$ cat src/rtl/pgx_pkg.sv
package pgx_pkg;

   typedef enum logic [1:0] {
      PGX_IDLE  = 2'd0,
      PGX_FETCH = 2'd1,
      PGX_RESP  = 2'd2
   } pgx_state_e;

endpackage

$ cat src/rtl/pgx_index_calc.sv
module pgx_index_calc #(
   parameter int ADDR_W      = 32,
   parameter int PAGE_SHIFT  = 12,
   parameter int ENTRY_SHIFT = 3,
   parameter int BASE_KEEP_W = 31
) (
   input  logic [ADDR_W-1:0] laddr,
   input  logic [ADDR_W-1:0] base,
   input  logic [ADDR_W-1:0] limit,
   output logic              in_range,
   output logic [ADDR_W-1:0] entry_addr
);

   localparam logic [ADDR_W-1:0] ALL_ONES = {ADDR_W{1'b1}};

   logic [ADDR_W-1:0] page_idx;
   logic [ADDR_W-1:0] entry_cnt;
   logic [ADDR_W-1:0] base_eff;

   initial begin
      assert (PAGE_SHIFT > 0 && PAGE_SHIFT < ADDR_W)
         else $error("pgx_index_calc: PAGE_SHIFT out of range");
      assert (ENTRY_SHIFT < PAGE_SHIFT)
         else $error("pgx_index_calc: ENTRY_SHIFT must be below PAGE_SHIFT");
      assert (BASE_KEEP_W > 0 && BASE_KEEP_W <= ADDR_W)
         else $error("pgx_index_calc: BASE_KEEP_W out of range");
   end

   generate
      if (BASE_KEEP_W >= ADDR_W) begin : g_base_full
         assign base_eff = base;
      end else begin : g_base_masked
         localparam logic [ADDR_W-1:0] BASE_MASK = ALL_ONES >> (ADDR_W - BASE_KEEP_W);
         assign base_eff = base & BASE_MASK;
      end
   endgenerate

   assign page_idx   = laddr >> PAGE_SHIFT;
   assign entry_cnt  = limit >> ENTRY_SHIFT;
   assign in_range   = page_idx < entry_cnt;
   assign entry_addr = base_eff + (page_idx << ENTRY_SHIFT);

endmodule

$ cat src/rtl/pgx_walk_fsm.sv
module pgx_walk_fsm
   import pgx_pkg::*;
#(
   parameter int ADDR_W     = 32,
   parameter int PAGE_SHIFT = 12
) (
   input  logic              clk,
   input  logic              rst_n,
   input  logic              req_valid,
   output logic              req_ready,
   input  logic [ADDR_W-1:0] req_laddr,
   input  logic              idx_in_range,
   input  logic [ADDR_W-1:0] idx_entry_addr,
   output logic              rsp_valid,
   input  logic              rsp_ready,
   output logic              rsp_permit,
   output logic [ADDR_W-1:0] rsp_paddr,
   output logic              mem_req,
   output logic [ADDR_W-1:0] mem_addr,
   input  logic              mem_ack,
   input  logic [ADDR_W-1:0] mem_rdata,
   input  logic              mem_err
);

   pgx_state_e             state_q;
   logic [PAGE_SHIFT-1:0]  offset_q;
   logic [ADDR_W-1:0]      maddr_q;
   logic                   permit_q;
   logic [ADDR_W-1:0]      paddr_q;
   logic                   frame_low_unused;

   assign frame_low_unused = ^mem_rdata[PAGE_SHIFT-1:0];

   always_ff @(posedge clk) begin
      if (!rst_n) begin
         state_q  <= PGX_IDLE;
         offset_q <= '0;
         maddr_q  <= '0;
         permit_q <= 1'b0;
         paddr_q  <= '0;
      end else begin
         unique case (state_q)
            PGX_IDLE: begin
               if (req_valid) begin
                  offset_q <= req_laddr[PAGE_SHIFT-1:0];
                  maddr_q  <= idx_entry_addr;
                  if (idx_in_range) begin
                     state_q <= PGX_FETCH;
                  end else begin
                     permit_q <= 1'b0;
                     paddr_q  <= '0;
                     state_q  <= PGX_RESP;
                  end
               end
            end
            PGX_FETCH: begin
               if (mem_ack) begin
                  permit_q <= !mem_err;
                  paddr_q  <= mem_err ? '0 : {mem_rdata[ADDR_W-1:PAGE_SHIFT], offset_q};
                  state_q  <= PGX_RESP;
               end
            end
            PGX_RESP: begin
               if (rsp_ready) state_q <= PGX_IDLE;
            end
            default: state_q <= PGX_IDLE;
         endcase
      end
   end

   assign req_ready  = (state_q == PGX_IDLE);
   assign mem_req    = (state_q == PGX_FETCH);
   assign mem_addr   = maddr_q;
   assign rsp_valid  = (state_q == PGX_RESP);
   assign rsp_permit = permit_q;
   assign rsp_paddr  = paddr_q;

   // a stalled response does not change
   assert_rsp_hold_R7: assert property (@(posedge clk) disable iff (!rst_n)
      rsp_valid && !rsp_ready |=> rsp_valid && $stable(rsp_permit) && $stable(rsp_paddr));

   // acceptance closes the request side
   assert_single_outstanding_R7: assert property (@(posedge clk) disable iff (!rst_n)
      req_valid && req_ready |=> !req_ready);

   // faults carry a zero address
   assert_fault_zero_R6: assert property (@(posedge clk) disable iff (!rst_n)
      rsp_valid && !rsp_permit |-> rsp_paddr == '0);

   // an error completion turns into a fault
   assert_err_fault_R6: assert property (@(posedge clk) disable iff (!rst_n)
      mem_req && mem_ack && mem_err |=> rsp_valid && !rsp_permit);

   // the frame bits of a good read reach the response
   assert_frame_pass_R3: assert property (@(posedge clk) disable iff (!rst_n)
      mem_req && mem_ack && !mem_err |=>
         rsp_valid && rsp_permit &&
         rsp_paddr[ADDR_W-1:PAGE_SHIFT] == $past(mem_rdata[ADDR_W-1:PAGE_SHIFT]));

   // an unacknowledged read stays put
   assert_mem_hold_R9: assert property (@(posedge clk) disable iff (!rst_n)
      mem_req && !mem_ack |=> mem_req && $stable(mem_addr));

endmodule

$ cat src/rtl/pgx_xlate.sv
module pgx_xlate #(
   parameter int ADDR_W      = 32,
   parameter int PAGE_SHIFT  = 12,
   parameter int ENTRY_SHIFT = 3,
   parameter int BASE_KEEP_W = 31
) (
   input  logic              clk,
   input  logic              rst_n,
   input  logic [ADDR_W-1:0] tbl_base,
   input  logic [ADDR_W-1:0] tbl_limit,
   input  logic              req_valid,
   output logic              req_ready,
   input  logic [ADDR_W-1:0] req_laddr,
   output logic              rsp_valid,
   input  logic              rsp_ready,
   output logic              rsp_permit,
   output logic [ADDR_W-1:0] rsp_paddr,
   output logic              mem_req,
   output logic [ADDR_W-1:0] mem_addr,
   input  logic              mem_ack,
   input  logic [ADDR_W-1:0] mem_rdata,
   input  logic              mem_err
);

   logic              idx_in_range;
   logic [ADDR_W-1:0] idx_entry_addr;

   pgx_index_calc #(
      .ADDR_W      (ADDR_W),
      .PAGE_SHIFT  (PAGE_SHIFT),
      .ENTRY_SHIFT (ENTRY_SHIFT),
      .BASE_KEEP_W (BASE_KEEP_W)
   ) i_index_calc (
      .laddr      (req_laddr),
      .base       (tbl_base),
      .limit      (tbl_limit),
      .in_range   (idx_in_range),
      .entry_addr (idx_entry_addr)
   );

   pgx_walk_fsm #(
      .ADDR_W     (ADDR_W),
      .PAGE_SHIFT (PAGE_SHIFT)
   ) i_walk_fsm (
      .clk            (clk),
      .rst_n          (rst_n),
      .req_valid      (req_valid),
      .req_ready      (req_ready),
      .req_laddr      (req_laddr),
      .idx_in_range   (idx_in_range),
      .idx_entry_addr (idx_entry_addr),
      .rsp_valid      (rsp_valid),
      .rsp_ready      (rsp_ready),
      .rsp_permit     (rsp_permit),
      .rsp_paddr      (rsp_paddr),
      .mem_req        (mem_req),
      .mem_addr       (mem_addr),
      .mem_ack        (mem_ack),
      .mem_rdata      (mem_rdata),
      .mem_err        (mem_err)
   );

   // an out-of-range page never starts a table read
   assert_no_fetch_oor_R5: assert property (@(posedge clk) disable iff (!rst_n)
      req_valid && req_ready && !idx_in_range |=> !mem_req && rsp_valid && !rsp_permit);

endmodule

$ cat config.mk
export PLATFORM = sky130hd
export DESIGN_NAME = pgx_xlate
export DESIGN_NICKNAME = d
export VERILOG_FILES = /design/src/rtl/pgx_pkg.sv /design/src/rtl/pgx_index_calc.sv /design/src/rtl/pgx_walk_fsm.sv /design/src/rtl/pgx_xlate.sv
export SDC_FILE = /design/constraint.sdc
export NUM_CORES = 1
export LEC_CHECK = 0
export ABC_CLOCK_PERIOD_IN_PS = 5400
export BUFFER_PORTS_ARGS = -buffer_cell sky130_fd_sc_hd__clkbuf_2
export CORE_MARGIN = 10
export CORE_UTILIZATION = 50
export DETAILED_ROUTE_END_ITERATION = 10
export PLACE_DENSITY_LB_ADDON = 0.1
export SETUP_SLACK_MARGIN = 0.15
export SYNTH_ARGS = -nofsm -noshare
export SYNTH_HDL_FRONTEND = slang
export SYNTH_SLANG_ARGS = --single-unit
export TNS_END_PERCENT = 50
$ cat constraint.sdc
create_clock -name clk -period 5.4 [get_ports clk]
set_input_delay 0.54 -clock clk [delete_from_list [all_inputs] [get_ports clk]]
set_output_delay 0.54 -clock clk [all_outputs]
set_load 0.005 [all_outputs]
## Yosys cells after proc, flatten, opt, wreduce, memory -nomap -nowiden

Cells that the tools add are included.

| storage, ports and cells | value |
|---|---|
| bits in registers | 79 |
| logic and storage cells | 33 |
| bits of input ports | 134 |

| operators by class | value |
|---|---|
| equal/unequal tests | 6 |
| multiplexer cells | 14 |
| $add $sub $neg | 1 |
| magnitude comparators | 1 |
| reduce and logical (&&, ||, !) cells | 6 |

Operators with widths:

| cell | count |
|---|---|
| $mux W32 | 4 |
| $pmux W32 S2 | 1 |
| $add A31 B23 Y32 | 1 |
| $lt A20 B29 Y1 | 1 |
| $mux W2 | 4 |
| $pmux W2 S3 | 1 |
| $ne A2 B1 Y1 const B | 2 |
| $ne A2 B2 Y1 const B | 2 |
| $reduce_and A4 Y1 | 1 |
| $mux W1 | 3 |
| $reduce_and A3 Y1 | 1 |
| $eq A2 B1 Y1 const B | 1 |
| $eq A2 B2 Y1 const B | 1 |
| $logic_not A2 Y1 | 1 |
| $pmux W1 S2 | 1 |
| $reduce_and A2 Y1 | 1 |
| $reduce_bool A2 Y1 | 1 |
| $logic_not A1 Y1 | 1 |

## Longest topological paths before layout

Gate-level depths: netlist of run 1.

| logic depth | value |
|---|---|
| depth after elaboration | 4 |
| mapped depth | 9 |
| gate-level depth less buffers | 8 |

## Cells and area by module

From an unflattened synthesis of run 1, not the netlist that was laid out.

| unflattened totals | value |
|---|---|
| cell total of the unflattened synthesis | 573 |
| area, all modules | 4,760.8 um^2 |

Modules (own cells, without submodules):

| module | sequential area each (um^2) | times used | area each (um^2) | cells each |
|---|---|---|---|---|
| pgx_walk_fsm | 1,581.5 | 1 | 3,089.2 | 349 |
| pgx_index_calc | 0.0 | 1 | 1,671.6 | 224 |

## Worst setup path after synthesis of run 1

No wires, ideal clock.

| timing | value |
|---|---|
| path kind | input to register |
| start point | in tbl_base[3] |
| end point | reg i_walk_fsm.maddr_q[29] (netlist: i_walk_fsm.mem_addr[29]) |
| buffers on the path | 0 |
| cell stages on the path | 8 |
| arrival | 2.563 ns |
| setup slack | 2.710 ns |
| path through | ha_1 > fa_1 > a21o_1 > a221oi_2 > o211ai_2 > a31oi_4 > a2111oi_1 > or3_1 |

| between the ends | value |
|---|---|
| cells in the longest elaborated chain, start to end | 1 |

Ends and longest elaborated chain:

| element | line | RTL |
|---|---|---|
| start: declaration | pgx_xlate.sv:9 | `input logic [ADDR_W-1:0] tbl_base,` |
| $add A31 B23 Y32 | pgx_index_calc.sv:41 | `assign entry_addr = base_eff + (page_idx << ENTRY_SHIFT);` |
| end signal: assignment | pgx_walk_fsm.sv:46 | `maddr_q <= idx_entry_addr;` |
| end: declaration | pgx_walk_fsm.sv:27 | `logic [ADDR_W-1:0] maddr_q;` |

Every way passes these cells.
A chain may end at the register's enable or synchronous reset.

## Final worst setup path of run 1

| timing | value |
|---|---|
| start point | reg i_walk_fsm.state_q[1] |
| end point | reg i_walk_fsm.maddr_q[21] (netlist: i_walk_fsm.mem_addr[21]) |

| between the ends | value |
|---|---|
| cells in the longest elaborated chain, start to end | 2 |

Ends and longest elaborated chain:

| element | line | RTL |
|---|---|---|
| start: declaration | pgx_walk_fsm.sv:25 | `pgx_state_e state_q;` |
| start signal: assignment | pgx_walk_fsm.sv:36 | `state_q <= PGX_IDLE;` |
| start signal: assignment | pgx_walk_fsm.sv:48 | `state_q <= PGX_FETCH;` |
| start signal: assignment | pgx_walk_fsm.sv:52 | `state_q <= PGX_RESP;` |
| $logic_not A2 Y1 | pgx_walk_fsm.sv:42 | `unique case (state_q)` |
| $reduce_and A2 Y1 (no source line) | n/a |  |

Every way passes these cells.

==> metrics.cfg, run 1 <==
[route]
wl_um=14800
first_pass_iters=5
postRouteAntennaNets=0
wire_per_inst_um=16.6
post-route-drc-count=0
via_per_inst=5.70
vias=5098
first_iter_violations=335

[synth]
avgSynthCellArea_um2=7.88
syn_nets=776
ys_top_cells_by_area=dfxtp_1 (33%), ha_1 (10%), nand2_1 (8.9%), a32oi_1 (6.1%), a21oi_1 (5.9%)
synth_area_mm2=0.00474
ys_ff_latch=79
ys_warn_count=0
synth_edf_count=0
synth_cell_types=56
synth_top_cell_by_area=dfxtp_1
yosysTopAreaCellShare_pct=33.4
postSynthCellCount=602
async_reset_ff_share_pct=0
synth_ff_type=dfxtp_1
ys_seq_area_share_pct=33.4

[clock_tree]
cts_buffer_depth=2
cts_buffers=9
htree_levels=3
cts_setup_buffers=0
cts_tree=built
worstSkewPairLatency_ns=0.35
cts.sinks=79
cts_resized=0
clkTransAtPathRegs_ns=0.09
cts_hold_buf=0
cts_root_buffer=clkbuf_8

[timing]
timing.final.setup_violations=0
timing.fmax_ghz=0.328
slew_headroom_pct=20.1
finalHoldViolCount=0
skew_ns=0.00868
slew_viol_final=0
period_share_pct=56.4
finalSetupTns_ns=0
worst_pin_slew_ns=1.19
finalCriticalPeriod_ns=3.05
rsz0062_at_grt=no
holdWs_ns=0.387

[place]
place_congestion=0.903
placedInstanceArea_mm2=0.00569
place_hpwl_um=11500
io_buffer_count=185

[min_path]
hold_class=in2reg

[outcome]
status=complete, no violations

[global_route]
grt_max_degree=75
grt_pass1_wl_um=23900
grt_pass1_vias=4955
grt_usage_pct=20.0
antenna_found_initial=0
overflow=0

[job]
cap_viol_max_count=0

[finish]
synthToLayoutAreaGrowth_pct=24.6
nets=935
insertedDiodeCount=0
multi_input_area_mm2=0.00292
final_area_mm2=0.00591
final-seq-area_mm2=0.00158
drive_gt1_share_pct=27.7
n_fill_cell=850

[floorplan]
dieArea_mm2=0.0138
io_pins=202
core_mm2=0.00924
die_h_um=117
fp.dieW_um=117
start_util_pct=51.3
row_count=35

[pwr]
internal_power_mw=1.06
netSwitchingPower_uw=548
combPwrFrac_pct=28.6
p_leak_nw=2.67
power_frac_seq_pct=42.1
power_density_mw_per_mm2=272
switching_share_pct=34.1
pwr-share-clk_pct=29.3
ir_drop_mv=0.130

[worst_setup_path]
crit_required_ns=5.69
crit_type=reg2reg
cp_max_fo=30
arrival_ns=3.33
endpoint_kind=flop
start_kind=flop

[cell families (layout without fill, tap and decap cells)]
group | Yosys count | after routing | synth area share (%)
AO/OA/AOI/OAI | 200 | 200 | 27.9
XOR/XNOR | 13 | 13 | 2.40
adder cells (fa/ha/maj) | 40 | 40 | 10.7
buffers and inverters | 63 | 227 | 5.12
flip-flops | 79 | 79 | 33.4
multiplexers | 2 | 2 | 0.422
AND/OR/NAND/NOR | 205 | 205 | 20.0
[Yosys cell counts, drive strengths merged (2+ instances only)]
cell       n
nand3     16
o221ai     2
ha        39
and2       2
o21ai     57
or4        2
a21o       6
xnor2      9
nor3b      2
or3        9
nor3       5
o211ai     5
clkbuf    33
a32oi     33
inv       23
nor2b      3
o2111ai    3
nor4       3
nand2    112
nand2b     3
dfxtp     79
a32o       7
a211oi     4
mux2i      2
o21bai     3
nand4     11
nand3b     5
o21a       5
a21oi     56
a22oi      3
nor2      20
and4       4
xor2       4
and3       7
o22ai      3
buf        7
[placed cells by master, fill, tap and decap left out, types with 4 or more instances in the layout]
cell      count
ha_1         39
clkbuf_2    185
a211oi_1      4
xor2_1        4
nor3_1        5
nand4_1      11
clkbuf_8     10
inv_1        23
o21ai_0      55
nand2_1     112
nand3_1      16
a21oi_1      56
a32oi_1      33
dfxtp_1      79
a32o_1        7
and3_1        7
o21a_1        5
nor2_1       20
nand3b_1      5
or3_1         9
xnor2_1       9
a21o_1        6
o211ai_1      4
[metrics by stage]
stage,std cells,power (mW),util [%],worst slack (ns)
2_1_floorplan,602,0.964,-,2.71
3_3_place_gp,879,1.13,61.6,2.17
3_5_place_dp,879,1.15,61.6,2.10
4_1_cts,895,1.62,63.9,2.39
5_1_grt,895,1.70,63.9,2.13
6_report,895,1.61,63.9,2.35
[state kept, by name (all words and copies together) (netlist names)]
register and cells:
i_walk_fsm.rsp_paddr 32, i_walk_fsm.mem_addr 32, i_walk_fsm.offset_q 12, i_walk_fsm.state_q 2, i_walk_fsm.rsp_permit 1
[power groups by stage]
stage          Combinational, mW  Sequential [mW]  Clock [mW]
6_report                   0.459            0.677       0.471
2_1_floorplan              0.275            0.688           0
4_1_cts                    0.462            0.677       0.479
3_5_place_dp               0.460            0.690           0
5_1_grt                    0.511            0.683       0.502
3_3_place_gp               0.448            0.686           0
[final cells by class]
class,instances,share of cell area [%]
multi-input combinational,460,49.4
sequential,79,26.8
timing repair buffer,188,16.1
tap,129,2.73
clock buffer,10,2.33
inverter,23,1.46
clock inverter,6,1.27
[routing by layer]
layer	part of all wire [%]	wire [um]	up-vias	global-route usage, %
met5	0	0	-	0
met4	1.2	178	0	5.56
met3	8.0	1190	19	5.95
met2	48	7100	192	34.3
met1	43	6370	2348	23.5
li1	-	-	2539	-
[critical path, stage by stage (launching register included)]
cell	delay, ns
dfxtp_1	0.34
nor2_1	0.35
and2_1	0.89
nand2_1	0.52
or4_2	0.77
nand3_1	0.10
[final timing paths]
check / start / cells after the start / slack (ns) / to
min reg2reg: i_walk_fsm.mem_addr[9] / 2 / 0.45 / i_walk_fsm.mem_addr[9]
max: i_walk_fsm.state_q[1] / 5 / 2.35 / i_walk_fsm.mem_addr[21]
max reg2reg: i_walk_fsm.state_q[1] / 5 / 2.35 / i_walk_fsm.mem_addr[21]
min: mem_rdata[25] / 3 / 0.39 / i_walk_fsm.rsp_paddr[25]
(Power assumes the default switching activity.)
==> run 2, diff against run 1 <==
--- a/config.mk
+++ b/config.mk
@@ -5,10 +5,10 @@
 export SDC_FILE = /design/constraint.sdc
 export NUM_CORES = 1
 export LEC_CHECK = 0
-export ABC_CLOCK_PERIOD_IN_PS = 5400
+export ABC_CLOCK_PERIOD_IN_PS = 2850
 export BUFFER_PORTS_ARGS = -buffer_cell sky130_fd_sc_hd__clkbuf_2
 export CORE_MARGIN = 10
-export CORE_UTILIZATION = 50
+export CORE_UTILIZATION = 49
 export DETAILED_ROUTE_END_ITERATION = 10
 export PLACE_DENSITY_LB_ADDON = 0.1
 export SETUP_SLACK_MARGIN = 0.15
==> constraint.sdc (replaced) <==
create_clock -name clk -period 2.85 [get_ports clk]
set_input_delay 0.285 -clock clk [delete_from_list [all_inputs] [get_ports clk]]
set_output_delay 0.285 -clock clk [all_outputs]
set_load 0.005 [all_outputs]
==> metrics.cfg, run 2 (synthesized netlist as in run 1, its figures left out) <==
[outcome]
status=complete, no violations

[finish]
synthToLayoutAreaGrowth_pct=25.9
final_area_mm2=0.00597  ; +1.1%
fin_util_pct=64.0  ; +0.070 points
nets=944  ; +0.96%
layout_common_cells=clkbuf_2 (185), nand2_1 (112), dfxtp_1 (79)
insertedDiodeCount=0  ; unchanged
layout_commonest_cell=clkbuf_2
drive_gt1_share_pct=28.5  ; +0.84 points

[floorplan]
core_mm2=0.00933  ; +0.95%
row_count=35  ; unchanged
die_h_um=118  ; +0.84%
fp.dieW_um=118  ; +0.84%
io_pins=202  ; unchanged
start_util_pct=50.8  ; -0.48 points
dieArea_mm2=0.0140  ; +1.7%

[route]
wire_per_inst_um=16.5  ; -0.30%
first_iter_violations=390  ; +16%
wl_met2_um=7250  ; +2.1%
wl_met1_um=6480  ; +1.8%
first_pass_iters=5  ; unchanged
wl_um=14900  ; +0.70%
top_layer_used=met4
vias=5056  ; -0.82%
post-route-drc-count=0  ; unchanged
postRouteAntennaNets=0  ; unchanged
via_per_inst=5.59  ; -1.8%
met3_length_um=1000  ; -16%

[pwr]
p_leak_nw=2.72  ; +1.5%
ir_drop_mv=0.294  ; +130%
power_density_mw_per_mm2=512  ; +88%

[global_route]
grt_usage_pct=20.3  ; +0.33 points
grt_pass1_wl_um=24200  ; +1.2%
antenna_found_initial=0  ; unchanged
grt_max_degree=70  ; -6.7%
grt_pass1_vias=5003  ; +0.97%
overflow=0  ; unchanged

[timing]
finalHoldViolCount=0  ; unchanged
skew_ns=0.0178  ; +0.00912 ns
timing.final.setup_violations=0  ; unchanged
finalSetupTns_ns=0  ; unchanged
timing.fmax_ghz=0.433
holdWs_ns=0.129  ; -0.258 ns
rsz0062_at_grt=no
slew_viol_final=0  ; unchanged
slew_headroom_pct=57.9  ; +38 points
period_share_pct=81.0
worst_pin_slew_ns=0.632  ; -0.562 ns
finalCriticalPeriod_ns=2.31

[clock_tree]
cts_resized=0  ; unchanged
cts_hold_buf=0  ; unchanged
cts_setup_buffers=0  ; unchanged
worstSkewPairLatency_ns=0.36  ; about the same
clkTransAtPathRegs_ns=0.10  ; about the same
cts.sinks=79  ; unchanged
cts_tree=built
cts_buffers=9  ; unchanged
cts_buffer_depth=2  ; unchanged
cts_root_buffer=clkbuf_8
htree_levels=3  ; unchanged

[min_path]
hold_class=in2reg

[place]
place_hpwl_um=11900  ; +4.1%
placedInstanceArea_mm2=0.00576  ; +1.2%
place_congestion=0.885  ; -2.1%
io_buffer_count=185  ; unchanged

[worst_setup_path]
endpoint_kind=flop
crit_required_ns=3.09  ; -2.60 ns
crit_type=in2reg
start_kind=input pin
cp_max_fo=7  ; -77%
arrival_ns=2.55  ; -0.78 ns

[job]
cap_viol_max_count=0  ; unchanged

-- run 2: layout make-up --
class                   count  area [um^2]
clock buffers               9          124
clock inverters             7         83.8
fillers                   871         3360
inverters                  23         86.3
multi-input cells         460         2920
flip-flops and latches     79         1580
well taps                 129          161
repair buffers            197         1020
-- run 2: per-stage QoR --
step	power (mW)	instances	setup WS [ns]
floorplan	1.83	602	0.415
detailed placement	2.20	888	0.205
global route	3.24	904	0.432
finish	3.06	904	0.541
global placement	2.17	888	0.231
CTS	3.08	904	0.575
-- run 2: path summary, 6_finish.rpt --
check | startpoint | endpoint | slack [ns] | depth (start not counted)
setup / recovery | tbl_base[3] | i_walk_fsm.mem_addr[29] | 0.54 | 9
hold / removal | req_laddr[3] | i_walk_fsm.offset_q[3] | 0.13 | 3
setup reg to reg | i_walk_fsm.state_q[1] | i_walk_fsm.mem_addr[21] | 0.62 | 6
hold reg to reg | i_walk_fsm.mem_addr[6] | i_walk_fsm.mem_addr[6] | 0.46 | 2
-- run 2: layer usage --
metal / vias to the layer above / global-route usage, %
met5: - / 0
met4: 0 / 5.87
met3: 16 / 5.76
met2: 181 / 34.7
met1: 2302 / 24.1
li1: 2557 / -
-- run 2: report_power, final --
part           switching [mW]  internal (mW)
Combinational           0.526          0.365
Sequential             0.0675           1.21
Clock                   0.461          0.422
-- run 2: worst max-delay path: stages --
cell,delay [ns]
clkbuf_2,0.08
ha_1,0.21
fa_1,0.40
a21o_1,0.22
a221oi_2,0.36
o211ai_2,0.19
a31oi_4,0.31
a2111oi_1,0.12
or3_1,0.37
